$ cat src/rtl/itc_pkg.sv
package itc_pkg;
  localparam int NCPU     = 4;
  localparam int DW       = 64;
  localparam int AW       = 12;
  localparam int CNT_W    = 25;
  localparam int LOAD_W   = CNT_W - 1;
  localparam int IDW      = $clog2(NCPU);

  localparam logic [AW-1:0] OFF_CTRL = 12'h080;

  localparam logic [DW-1:0] CTRL_RST  = 64'h0000_0008_0000_0000;
  localparam logic [DW-1:0] CLR1_MASK = 64'h0000_0000_1000_0FF0;

  localparam int TMR_LO   = 4;
  localparam int IPI_LO   = 8;
  localparam int REQ_LO   = 12;
  localparam int ONCE_LO  = 16;
  localparam int SET_LO   = 20;
  localparam int WIPE_BIT = 20;
  localparam int RW_LO    = 40;
  localparam int FLD_W    = 4;

  function automatic logic [AW-1:0] cnt_offset(input int idx);
    case (idx)
      0:       return 12'h380;
      1:       return 12'h3C0;
      2:       return 12'h700;
      default: return 12'h740;
    endcase
  endfunction
endpackage

$ cat src/rtl/itc_rst_sync.sv
module itc_rst_sync (
  input  logic clk,
  input  logic rst_n,
  output logic rst_sync_n
);
  logic stage1;

  always_ff @(posedge clk or negedge rst_n) begin
    if (!rst_n) begin
      stage1     <= 1'b0;
      rst_sync_n <= 1'b0;
    end else begin
      stage1     <= 1'b1;
      rst_sync_n <= stage1;
    end
  end
endmodule

$ cat src/rtl/itc_rise.sv
module itc_rise (
  input  logic clk,
  input  logic rst_n,
  input  logic level,
  output logic level_d,
  output logic rise
);
  always_ff @(posedge clk or negedge rst_n) begin
    if (!rst_n) level_d <= 1'b0;
    else        level_d <= level;
  end

  assign rise = level & ~level_d;
endmodule

$ cat src/rtl/itc_skip_cnt.sv
module itc_skip_cnt #(
  parameter int W = 25
) (
  input  logic         clk,
  input  logic         rst_n,
  input  logic         load,
  input  logic [W-2:0] load_val,
  input  logic         step,
  output logic [W-1:0] value,
  output logic         ovf_hit
);
  logic [W-1:0] dec_val;
  logic [W-1:0] value_nxt;
  logic         value_en;

  always_comb begin
    dec_val        = value - 1'b1;
    dec_val[W-1]   = dec_val[W-1] | value[W-1];
    value_en       = load | step;
    if (load)      value_nxt = {1'b0, load_val};
    else if (step) value_nxt = dec_val;
    else           value_nxt = value;
    ovf_hit        = step & ~load & dec_val[W-1];
  end

  always_ff @(posedge clk or negedge rst_n) begin
    if (!rst_n)        value <= '0;
    else if (value_en) value <= value_nxt;
  end
endmodule

$ cat src/rtl/itc_ctrl_word.sv
module itc_ctrl_word
  import itc_pkg::*;
(
  input  logic            clk,
  input  logic            rst_n,
  input  logic            wr,
  input  logic [DW-1:0]   wdata,
  input  logic [NCPU-1:0] tmr_set,
  output logic [DW-1:0]   q
);
  logic [DW-1:0] q_nxt;
  logic          q_en;
  logic          unused_wd;

  assign unused_wd = ^{wdata[DW-1:RW_LO+FLD_W], wdata[RW_LO-1:29],
                       wdata[27:SET_LO+FLD_W], wdata[TMR_LO-1:0]};

  always_comb begin
    q_nxt = q;
    if (wr) begin
      q_nxt = q_nxt & ~(wdata & CLR1_MASK);
      if (wdata[WIPE_BIT]) begin
        q_nxt[ONCE_LO +: 2*FLD_W] = '0;
      end else begin
        q_nxt[SET_LO +: FLD_W] = q[SET_LO +: FLD_W] | wdata[SET_LO +: FLD_W];
        if (q[ONCE_LO +: FLD_W] == '0)
          q_nxt[ONCE_LO +: FLD_W] = wdata[ONCE_LO +: FLD_W];
      end
      q_nxt[IPI_LO +: NCPU] = q_nxt[IPI_LO +: NCPU] | wdata[REQ_LO +: NCPU];
      q_nxt[RW_LO +: FLD_W] = wdata[RW_LO +: FLD_W];
    end
    q_nxt[TMR_LO +: NCPU] = q_nxt[TMR_LO +: NCPU] | tmr_set;
    q_en = wr | (|tmr_set);
  end

  always_ff @(posedge clk or negedge rst_n) begin
    if (!rst_n)    q <= CTRL_RST;
    else if (q_en) q <= q_nxt;
  end
endmodule

$ cat src/rtl/ipi_timer_ctl.sv
module ipi_timer_ctl
  import itc_pkg::*;
(
  input  logic            clk,
  input  logic            rst_n,
  input  logic            wr_en,
  input  logic            rd_en,
  input  logic [AW-1:0]   addr,
  input  logic [DW-1:0]   wdata,
  input  logic [IDW-1:0]  cpu_id,
  input  logic            tick,
  output logic [DW-1:0]   rdata,
  output logic            rd_err,
  output logic [NCPU-1:0] ipi_o,
  output logic [NCPU-1:0] tmr_irq_o
);
  logic                rst_sync_n;
  logic                tick_d;
  logic                tick_rise;
  logic                ctrl_sel;
  logic [NCPU-1:0]     cnt_sel;
  logic [NCPU-1:0]     cnt_ovf;
  logic [CNT_W-1:0]    cnt_val [NCPU];
  logic [DW-1:0]       ctrl_q;

  itc_rst_sync u_rst (
    .clk        (clk),
    .rst_n      (rst_n),
    .rst_sync_n (rst_sync_n)
  );

  itc_rise u_tick (
    .clk     (clk),
    .rst_n   (rst_sync_n),
    .level   (tick),
    .level_d (tick_d),
    .rise    (tick_rise)
  );

  assign ctrl_sel = (addr == OFF_CTRL);

  for (genvar g = 0; g < NCPU; g++) begin : g_cpu
    assign cnt_sel[g] = (addr == cnt_offset(g));

    itc_skip_cnt #(.W(CNT_W)) u_cnt (
      .clk      (clk),
      .rst_n    (rst_sync_n),
      .load     (wr_en & cnt_sel[g]),
      .load_val (wdata[LOAD_W-1:0]),
      .step     (tick_rise),
      .value    (cnt_val[g]),
      .ovf_hit  (cnt_ovf[g])
    );
  end

  itc_ctrl_word u_ctrl (
    .clk     (clk),
    .rst_n   (rst_sync_n),
    .wr      (wr_en & ctrl_sel),
    .wdata   (wdata),
    .tmr_set (cnt_ovf),
    .q       (ctrl_q)
  );

  assign ipi_o     = ctrl_q[IPI_LO +: NCPU];
  assign tmr_irq_o = ctrl_q[TMR_LO +: NCPU];

  always_comb begin
    rdata  = '1;
    rd_err = rd_en;
    if (ctrl_sel) begin
      rdata  = ctrl_q | {{(DW-IDW){1'b0}}, cpu_id};
      rd_err = 1'b0;
    end
    for (int i = 0; i < NCPU; i++) begin
      if (cnt_sel[i]) begin
        rdata  = {{(DW-CNT_W){1'b0}}, cnt_val[i]};
        rd_err = 1'b0;
      end
    end
  end
endmodule

$ cat config.mk
export PLATFORM = sky130hd
export DESIGN_NAME = ipi_timer_ctl
export DESIGN_NICKNAME = d
export VERILOG_FILES = /design/src/rtl/itc_pkg.sv /design/src/rtl/itc_rst_sync.sv /design/src/rtl/itc_rise.sv /design/src/rtl/itc_skip_cnt.sv /design/src/rtl/itc_ctrl_word.sv /design/src/rtl/ipi_timer_ctl.sv
export SDC_FILE = /design/constraint.sdc
export NUM_CORES = 1
export LEC_CHECK = 0
export ABC_AREA = 1
export BUFFER_PORTS_ARGS = -buffer_cell sky130_fd_sc_hd__buf_2
export CORE_MARGIN = 3
export CORE_UTILIZATION = 50
export DETAILED_ROUTE_END_ITERATION = 8
export PLACE_DENSITY = 0.72
export SETUP_SLACK_MARGIN = 0.2
export SLEW_MARGIN = 20
export SYNTH_ARGS = -nofsm -noshare
export SYNTH_HDL_FRONTEND = slang
export SYNTH_SLANG_ARGS = --single-unit
$ cat constraint.sdc
create_clock -name clk -period 7.62 [get_ports clk]
set_input_delay 0.762 -clock clk [delete_from_list [all_inputs] [get_ports clk]]
set_output_delay 0.762 -clock clk [all_outputs]
set_load 0.02 [all_outputs]
### Yosys cells after proc, flatten, opt, wreduce, memory -nomap -nowiden

Cells that the tools add are included.

| storage, ports and cells | value |
|---|---|
| bits in registers | 167 |
| input bits | 83 |
| logic and storage cells | 84 |

| operators by class | value |
|---|---|
| add/sub/neg operators | 4 |
| equality and inequality tests | 5 |
| mux-type cells | 21 |
| bitwise logic cells | 34 |
| reduce and logical (&&, ||, !) cells | 11 |

Operators with widths:

| kind | count |
|---|---|
| 64-bit 2-to-1 mux | 5 |
| 25-bit 2-to-1 mux | 8 |
| 25-bit by 1-bit subtractor with 25-bit output, second input constant | 4 |
| 64-bit AND | 1 |
| 29-bit NOT with 64-bit output | 1 |
| 64-bit by 2-bit bitwise OR with 64-bit output | 1 |
| 12-bit by 10-bit equality test with 1-bit output, second input constant | 2 |
| 12-bit by 11-bit equality test with 1-bit output, second input constant | 2 |
| 8-bit 2-to-1 mux | 2 |
| 1-bit AND | 14 |
| 12-bit by 8-bit equality test with 1-bit output, second input constant | 1 |
| 4-bit bitwise OR | 3 |
| 2-bit AND reduction | 5 |
| 1-bit bitwise OR | 9 |
| 2-bit nonzero test | 4 |
| 1-bit 2-to-1 mux | 5 |
| 1-bit NOT | 5 |
| 4-bit logical NOT | 1 |
| 4-bit 2-to-1 mux | 1 |
| 4-bit OR reduction | 1 |

### Logic depth before layout (Yosys ltp)

Gate-level depths: netlist (run 1).

| logic depth | value |
|---|---|
| depth in word-level cells | 8 |
| mapped depth | 11 |
| depth with buffers taken out | 11 |

### By module

Synthesis (run 1) repeated with hierarchy kept, for this count alone.

| unflattened totals | value |
|---|---|
| cell total of the unflattened synthesis | 1616 |
| area total of the unflattened synthesis | 10422.5 um^2 |

Modules (own cells, without submodules):

| module | instances | cells an instance | area each (um^2) | seq. area each (um^2) |
|---|---|---|---|---|
| itc_skip_cnt | 4 | 249 | 1716.6 | 625.6 |
| ipi_timer_ctl | 1 | 486 | 2268.4 | 0.0 |
| itc_ctrl_word | 1 | 128 | 1198.6 | 525.5 |
| itc_rst_sync | 1 | 3 | 53.8 | 50.0 |
| itc_rise | 1 | 3 | 35.0 | 25.0 |

### Worst setup path after synthesis (run 1)

No wires, ideal clock.

| timing | value |
|---|---|
| path type | input port to output port |
| start | input port addr[3] |
| end | output port rdata[40] |
| data arrival time | 3.118 ns |
| data required time | 6.858 ns |
| path slack | 3.740 ns |
| cell stages on the path | 9 |
| cell sequence | nor2_1 nand2_2 inv_2 buf_6 nand2_1 a21oi_1 nor2_1 inv_1 nand2_1 |

| on the way | value |
|---|---|
| word-level cells in the longest chain between the ends | 6 |
| elaborated cells between the ends (all ways) | 10 |
| classes of those cells | eq/ne (5); mux (5) |

RTL lines:

| item | RTL line | source |
|---|---|---|
| from (decl) | ipi_timer_ctl.sv:8 | `input logic [AW-1:0] addr,` |
| 12-bit by 8-bit equality test with 1-bit output | ipi_timer_ctl.sv:40 | `assign ctrl_sel = (addr == OFF_CTRL);` |
| 64-bit 2-to-1 mux | ipi_timer_ctl.sv:71 | `if (ctrl_sel) begin` |
| 64-bit 2-to-1 mux (3 in a row) | ipi_timer_ctl.sv:76 | `if (cnt_sel[i]) begin` |
| 64-bit 2-to-1 mux (*) | ipi_timer_ctl.sv:76 |  |
| to (decl) | ipi_timer_ctl.sv:12 | `output logic [DW-1:0] rdata,` |

Mark *: on every way between the ends. The rest lies on a longest branch, timed or not.

### Worst setup path in the final report (run 1)

| timing | value |
|---|---|
| start | input port addr[5] |
| end | output port rdata[9] |

The elaborated chain is that of the path after synthesis.

==> impl_metrics.env, run 1 <==
export IMPL_status="complete, no violations"
export IMPL_yosysMostFrequentCell="nand2_1"
export IMPL_final_net_count=1741
export IMPL_place_gp_congestion=0.981
export IMPL_post_cts_setup_buffers=0
export IMPL_worstSetupPathType="input pin to primary output"
export IMPL_worstSetupStartpointType="input pin"
export IMPL_grt_pass1_vias=9782
export IMPL_tns_ns=0
export IMPL_drtIter0Drc=1347
export IMPL_clockBufferDepth=2
export IMPL_synth_commonest_cells="500 x nand2_1, 251 x nor2_1, 192 x inv_1"
export IMPL_start_util_pct=51.8
export IMPL_grt_antenna_before_repair=0
export IMPL_gr_total_overflow=0
export IMPL_cts_resized=0
export IMPL_hold_viol=0
export IMPL_grt_pass1_wl_mm=55.0
export IMPL_ys_seq_area_share_pct=31.4
export IMPL_r2r_start="u_tick.level_d"
export IMPL_diodes=0
export IMPL_rsz0062_at_grt="false"
export IMPL_synth_edf_count=0
export IMPL_port_buffer_count=120
export IMPL_endpoint_kind="primary output"
export IMPL_reg2reg_depth=9
export IMPL_synth_flop_cell="dfrtp_1"
export IMPL_antenna_left=0
export IMPL_wl_per_cell_um=18.5
export IMPL_setup_violations_final=0
export IMPL_track_usage_pct=32.8
export IMPL_slew_headroom_pct=27.9
export IMPL_vias=10678
export IMPL_syn_to_final_growth_pct=9.74
export IMPL_die_w_um=147
export IMPL_worst_r2r_endpoint="g_cpu[1].u_cnt.value[10]"
export IMPL_post_route_drc_count=0
export IMPL_cp_data_required_time_ns=6.86
export IMPL_yosys_area_top_type="dfrtp_1"
export IMPL_period_share_pct=54.3
export IMPL_finalWirelength_mm=35.6
export IMPL_cts_root_buf="clkbuf_16"
export IMPL_yosysWarnings=0
export IMPL_async_reset_ff_share_pct=100
export IMPL_drive_above_1_share_pct=11.9
export IMPL_synth_area_mm2=0.00988
export IMPL_fill_cells=1938
export IMPL_cts_hold_buffers=0
export IMPL_clock_sinks=124
export IMPL_max_freq_mhz=242
export IMPL_synthTopCellsByArea="dfrtp_1 31%, nand2_1 19%, nor2_1 9.5%"
export IMPL_maxCapViolations=0
export IMPL_peakVddDrop_v=0.000162
export IMPL_netlist_instances=1598
export IMPL_tritoncts="built"
export IMPL_fin_skew_ns=0.00666
export IMPL_rrSetupSlack_ns=4.91
export IMPL_preCtsSetupSlack_ns=3.60
export IMPL_ys_seq_elements=124
export IMPL_hpwl_mm=25.3
export IMPL_post_route_min_period_ns=4.14
export IMPL_pin_count=156
export IMPL_grt_max_degree=76
export IMPL_drv_slew=0
export IMPL_htree_levels=4
export IMPL_tightest_slew_ns=1.08
export IMPL_synth_area_per_cell_um2=6.18
export IMPL_fin_ws_ns=3.48
export IMPL_cts_buffers=17
export IMPL_power_density_mw_per_mm2=246
export IMPL_row_count=50
export IMPL_cts_clk_slew_worst_paths_ns=0.06
export IMPL_power_leakage_uw=0.00573
export IMPL_core_region_area_mm2=0.0191
export IMPL_synth_cell_types=37
export IMPL_synth_net_count=1685
export IMPL_die_area_mm2=0.0215
export IMPL_worstSkewPairLatency_ns=0.43
export IMPL_die_h_um=147
export IMPL_arrival_ns=3.38
export IMPL_hold_path_class="input pin to async pin"
export IMPL_routed_via_density=5.54
export IMPL_firstDrtPassIters=6
export IMPL_synth_top_area_share_pct=31.4
export IMPL_critPathMaxFanout=52
-- sequential cells by signal, summed over array words and instances (netlist names) --
name	count
g_cpu.u_cnt.value	100
u_ctrl.q	21
u_rst.rst_sync_n	1
u_rst.stage1	1
u_tick.level_d	1
-- kinds of logic (layout without fill, tap and decap cells) --
| group | count (synthesis) | count (layout) | share of synthesized area (%) |
|---|---|---|---|
| AO/OA/AOI/OAI | 104 | 104 | 5.61 |
| XOR/XNOR | 42 | 42 | 3.72 |
| adder cells (fa/ha/maj) | 4 | 4 | 0.506 |
| buffers and inverters | 296 | 365 | 13.9 |
| flip-flops | 124 | 124 | 31.4 |
| other | 1 | 1 | 0.0379 |
| AND/OR/NAND/NOR | 1027 | 1027 | 44.8 |
-- report_power, final --
group          internal [µW]  switching [µW]
clock                    480             327
sequential               805             192
combinational            285             576
total                   1570            1090
-- worst max-delay path by stage --
stage,cells past startpoint,end,slack (ns),from
floorplan,9,rdata[40],3.74,addr[3]
global placement,9,rdata[0],3.59,addr[5]
detailed placement,9,rdata[0],3.60,addr[5]
CTS,9,rdata[0],3.59,addr[5]
global route,9,rdata[7],3.39,addr[4]
finish,9,rdata[9],3.48,addr[5]
-- routing by layer --
metal / wire length [µm] / track usage [%] / up-vias
met5: 0 / 0 / -
met3: 3760 / 7.05 / 116
met4: 1870 / 14.8 / 0
li1: - / - / 5104
met2: 15200 / 49.3 / 616
met1: 14800 / 45.5 / 4842
-- critical path, stage by stage --
cell,delay (ns)
buf_2,0.10
inv_1,0.06
nand2_2,0.10
nor2_1,0.83
nand3_4,0.67
nor2_1,0.33
nor2_1,0.08
a21oi_1,0.22
buf_2,0.20
-- final cells by class --
cell class | instances | area [µm²] | area share [%]
clock buffers | 21 | 480 | 4.43
repair buffers | 126 | 658 | 6.07
clock inverters | 11 | 92.6 | 0.854
well taps | 260 | 325 | 3.00
multi-input cells | 1178 | 5400 | 49.8
flip-flops and latches | 124 | 3110 | 28.6
inverters | 207 | 779 | 7.19
-- cells in the final DEF (no fill, tap or decap), types with 10 or more instances in the layout --
cell       Yosys  final
clkbuf_16      0     17
nand4_1       59     59
nand3_1      174    174
xor2_1        33     33
o21ai_0       54     54
dfrtp_1      124    123
nand2_1      500    500
buf_2         28    120
nor2_1       251    251
inv_2         11     11
a21oi_1       35     35
inv_1        192    192
o211ai_1      10     10
nor3_1        13     13
-- per-stage QoR --
step / cell area, µm² / cells / utilization, % / total power (µW) / hold WS [ns]
floorplan: 9880 / 1598 / - / 1600 / 0.331
global placement: 10300 / 1894 / 53.7 / 1810 / 0.335
detailed placement: 10300 / 1894 / 53.7 / 1830 / 0.339
CTS: 10800 / 1926 / 56.7 / 2640 / 0.0987
global route: 10800 / 1927 / 56.8 / 2840 / 0.0882
finish: 10800 / 1927 / 56.8 / 2660 / 0.105
No activity file was read; power rests on OpenSTA's default activity.
==> run 2, diff against run 1 <==
--- a/config.mk
+++ b/config.mk
@@ -5,12 +5,12 @@
 export SDC_FILE = /design/constraint.sdc
 export NUM_CORES = 1
 export LEC_CHECK = 0
-export ABC_AREA = 1
+export ABC_AREA = 0
 export BUFFER_PORTS_ARGS = -buffer_cell sky130_fd_sc_hd__buf_2
 export CORE_MARGIN = 3
 export CORE_UTILIZATION = 50
 export DETAILED_ROUTE_END_ITERATION = 8
-export PLACE_DENSITY = 0.72
+export PLACE_DENSITY = 0.76
 export SETUP_SLACK_MARGIN = 0.2
 export SLEW_MARGIN = 20
 export SYNTH_ARGS = -nofsm -noshare
==> constraint.sdc (replaced) <==
create_clock -name clk -period 3.45 [get_ports clk]
set_input_delay 0.345 -clock clk [delete_from_list [all_inputs] [get_ports clk]]
set_output_delay 0.345 -clock clk [all_outputs]
set_load 0.02 [all_outputs]
==> impl_metrics.env, run 2 <==
export IMPL_rrSetupSlack_ns=0.96
export IMPL_grt_pass1_wl_mm=37.2
export IMPL_cts_root_buf="clkbuf_16"
export IMPL_synth_area_mm2=0.00786
export IMPL_hp_start="wdata[28]"
export IMPL_cp_top_family="simple AND/OR/NAND/NOR gates"
export IMPL_path_common_cell="buf_2"
export IMPL_hold_viol=0
export IMPL_drtIter0Drc=891
export IMPL_drv_slew=0
export IMPL_rsz0062_at_grt="false"
export IMPL_firstDrtPassIters=5
export IMPL_wl_per_cell_um=19.5
export IMPL_top_regs="g_cpu.u_cnt.value x100, u_ctrl.q x21"
export IMPL_cp_slowest_cell="or3b_2"
export IMPL_post_route_min_period_ns=2.89
export IMPL_path_depth=7
export IMPL_path_cells="buf_2 > or3b_2 > nor2_1 > buf_4 > o21ai_1 > and2_1 > buf_2"
export IMPL_synth_area_per_cell_um2=8.32
export IMPL_ys_seq_elements=124
export IMPL_reg2reg_depth=5
export IMPL_largest_reg_flops=100
export IMPL_finalWirelength_mm=24.1
export IMPL_die_w_um=131
export IMPL_grt_antenna_before_repair=1
export IMPL_fin_ws_ns=0.557
export IMPL_peakVddDrop_v=0.000396
export IMPL_antenna_left=0
export IMPL_die_h_um=131
export IMPL_start_util_pct=51.3
export IMPL_post_cts_setup_buffers=0
export IMPL_post_route_drc_count=0
export IMPL_synthTopCellsByArea="dfrtp_1 40%, nor2_1 8.5%, xnor2_1 6.6%"
export IMPL_r2r_start="u_tick.level_d"
export IMPL_synth_commonest_cells="178 x nor2_1, 124 x dfrtp_1, 99 x a21oi_1"
export IMPL_crit_start="addr[10]"
export IMPL_tritoncts="built"
export IMPL_period_share_pct=83.9
export IMPL_yosys_area_top_type="dfrtp_1"
export IMPL_netlist_instances=944
export IMPL_port_buffer_count=120
export IMPL_final_net_count=1097
export IMPL_cts_clk_slew_worst_paths_ns=0.06
export IMPL_die_area_mm2=0.0173
export IMPL_fin_skew_ns=0.00388
export IMPL_htree_levels=4
export IMPL_hold_depth=2
export IMPL_synth_edf_count=0
export IMPL_worstSetupPathType="input pin to primary output"
export IMPL_final_common_cell="nor2_1"
export IMPL_cts_buffers=17
export IMPL_worstSetupStartpointType="input pin"
export IMPL_async_reset_ff_share_pct=100
export IMPL_max_stage_delay_ns=0.49
export IMPL_routed_via_density=5.95
export IMPL_setup_violations_final=0
export IMPL_critPathMaxFanout=33
export IMPL_grt_max_degree=83
export IMPL_syn_to_final_growth_pct=15.7
export IMPL_yosysWarnings=0
export IMPL_row_count=45
export IMPL_synth_cell_types=61
export IMPL_endpoint_kind="primary output"
export IMPL_synth_net_count=1031
export IMPL_path_buf_inv=3
export IMPL_power_density_mw_per_mm2=713
export IMPL_preCtsSetupSlack_ns=0.520
export IMPL_drive_above_1_share_pct=19.6
export IMPL_top_register="g_cpu.u_cnt.value"
export IMPL_track_usage_pct=27.5
export IMPL_synth_flop_cell="dfrtp_1"
export IMPL_vias=7349
export IMPL_synth_top_area_share_pct=39.5
export IMPL_hold_path_class="input pin to register"
export IMPL_max_freq_mhz=346
export IMPL_power_leakage_uw=0.00392
export IMPL_hpwl_mm=17.2
export IMPL_clockBufferDepth=2
export IMPL_status="complete, no violations"
export IMPL_ys_seq_area_share_pct=39.5
export IMPL_cp_data_required_time_ns=3.11
export IMPL_core_region_area_mm2=0.0153
export IMPL_worstSkewPairLatency_ns=0.43
export IMPL_gr_total_overflow=0
export IMPL_pin_count=156
export IMPL_maxCapViolations=0
export IMPL_final_cell_mix="178 x nor2_1, 123 x dfrtp_1, 120 x buf_2"
export IMPL_arrival_ns=2.55
export IMPL_clock_sinks=124
export IMPL_slew_headroom_pct=39.7
export IMPL_grt_pass1_vias=6641
export IMPL_place_gp_congestion=0.989
export IMPL_tns_ns=0
export IMPL_fill_cells=1396
export IMPL_tightest_slew_ns=0.904
export IMPL_yosysMostFrequentCell="nor2_1"
==> run 2: cell types whose count changed after synthesis, sizes merged, moves of 54 or more <==
cell   before  now
nand3     178   32
nand2     507   78
nor2      260  178
nand4      61    7
inv       203   10
a21oi      35   99
==> run 2: final timing paths <==
check / to
worst max-delay path: rdata[32]
worst min-delay path: u_ctrl.q[28]
worst max register to register: g_cpu[1].u_cnt.value[15]
worst min register to register: u_ctrl.q[4]
max in group asynchronous: g_cpu[3].u_cnt.value[20]
min in group asynchronous: u_rst.rst_sync_n
==> run 2: logic make-up (layout without fill, tap and decap cells) <==
group	count (synthesis)	in the layout	synth area share, %
AO/OA/AOI/OAI	191	191	15.5
XOR/XNOR	88	88	9.81
adder cells (fa/ha/maj)	4	4	0.637
buffers and inverters	106	185	7.18
flip-flops	124	124	39.5
multiplexers	7	7	0.988
other	1	2	0.0477
AND/OR/NAND/NOR	423	423	26.4
==> run 2: timing repair <==
item	in CTS	in global routing
endpoints found under the setup margin	0	33
hold buffers	1	0
gates resized for setup	0	1
hold endpoints to repair	2	0
==> run 2: layout make-up <==
type / count / area (µm²) / area share (%)
multi-input combinational: 714 / 4210 / 46.3
tap: 211 / 264 / 2.90
sequential: 124 / 3110 / 34.2
clock inverter: 14 / 241 / 2.66
inverter: 10 / 37.5 / 0.413
timing repair buffer: 143 / 788 / 8.67
clock buffer: 18 / 439 / 4.83
antenna: 1 / 2.50 / 0.0275
==> run 2: per-layer routing <==
metal | up-vias | track usage (%) | routed length [µm]
li1 | 3419 | - | -
met2 | 342 | 42.3 | 11000
met3 | 69 | 5.05 | 2340
met5 | - | 0 | 0
met4 | 0 | 12.3 | 848
met1 | 3519 | 38.2 | 9900
==> run 2: power by group <==
group	switching [µW]	internal [µW]
logic	985	808
clock network	685	1370
registers	692	1940
==> run 2: stage by stage <==
stage	hold WS (ns)	util (%)	power (µW)	std cells	area, µm²
floorplan	0.0494	-	3870	944	7860
global placement	0.132	54.8	4300	1201	8390
detailed placement	0.132	54.8	4360	1201	8390
CTS	0.0946	59.3	6450	1234	9080
global route	0.113	59.3	6820	1235	9090
finish	0.101	59.3	6480	1235	9090
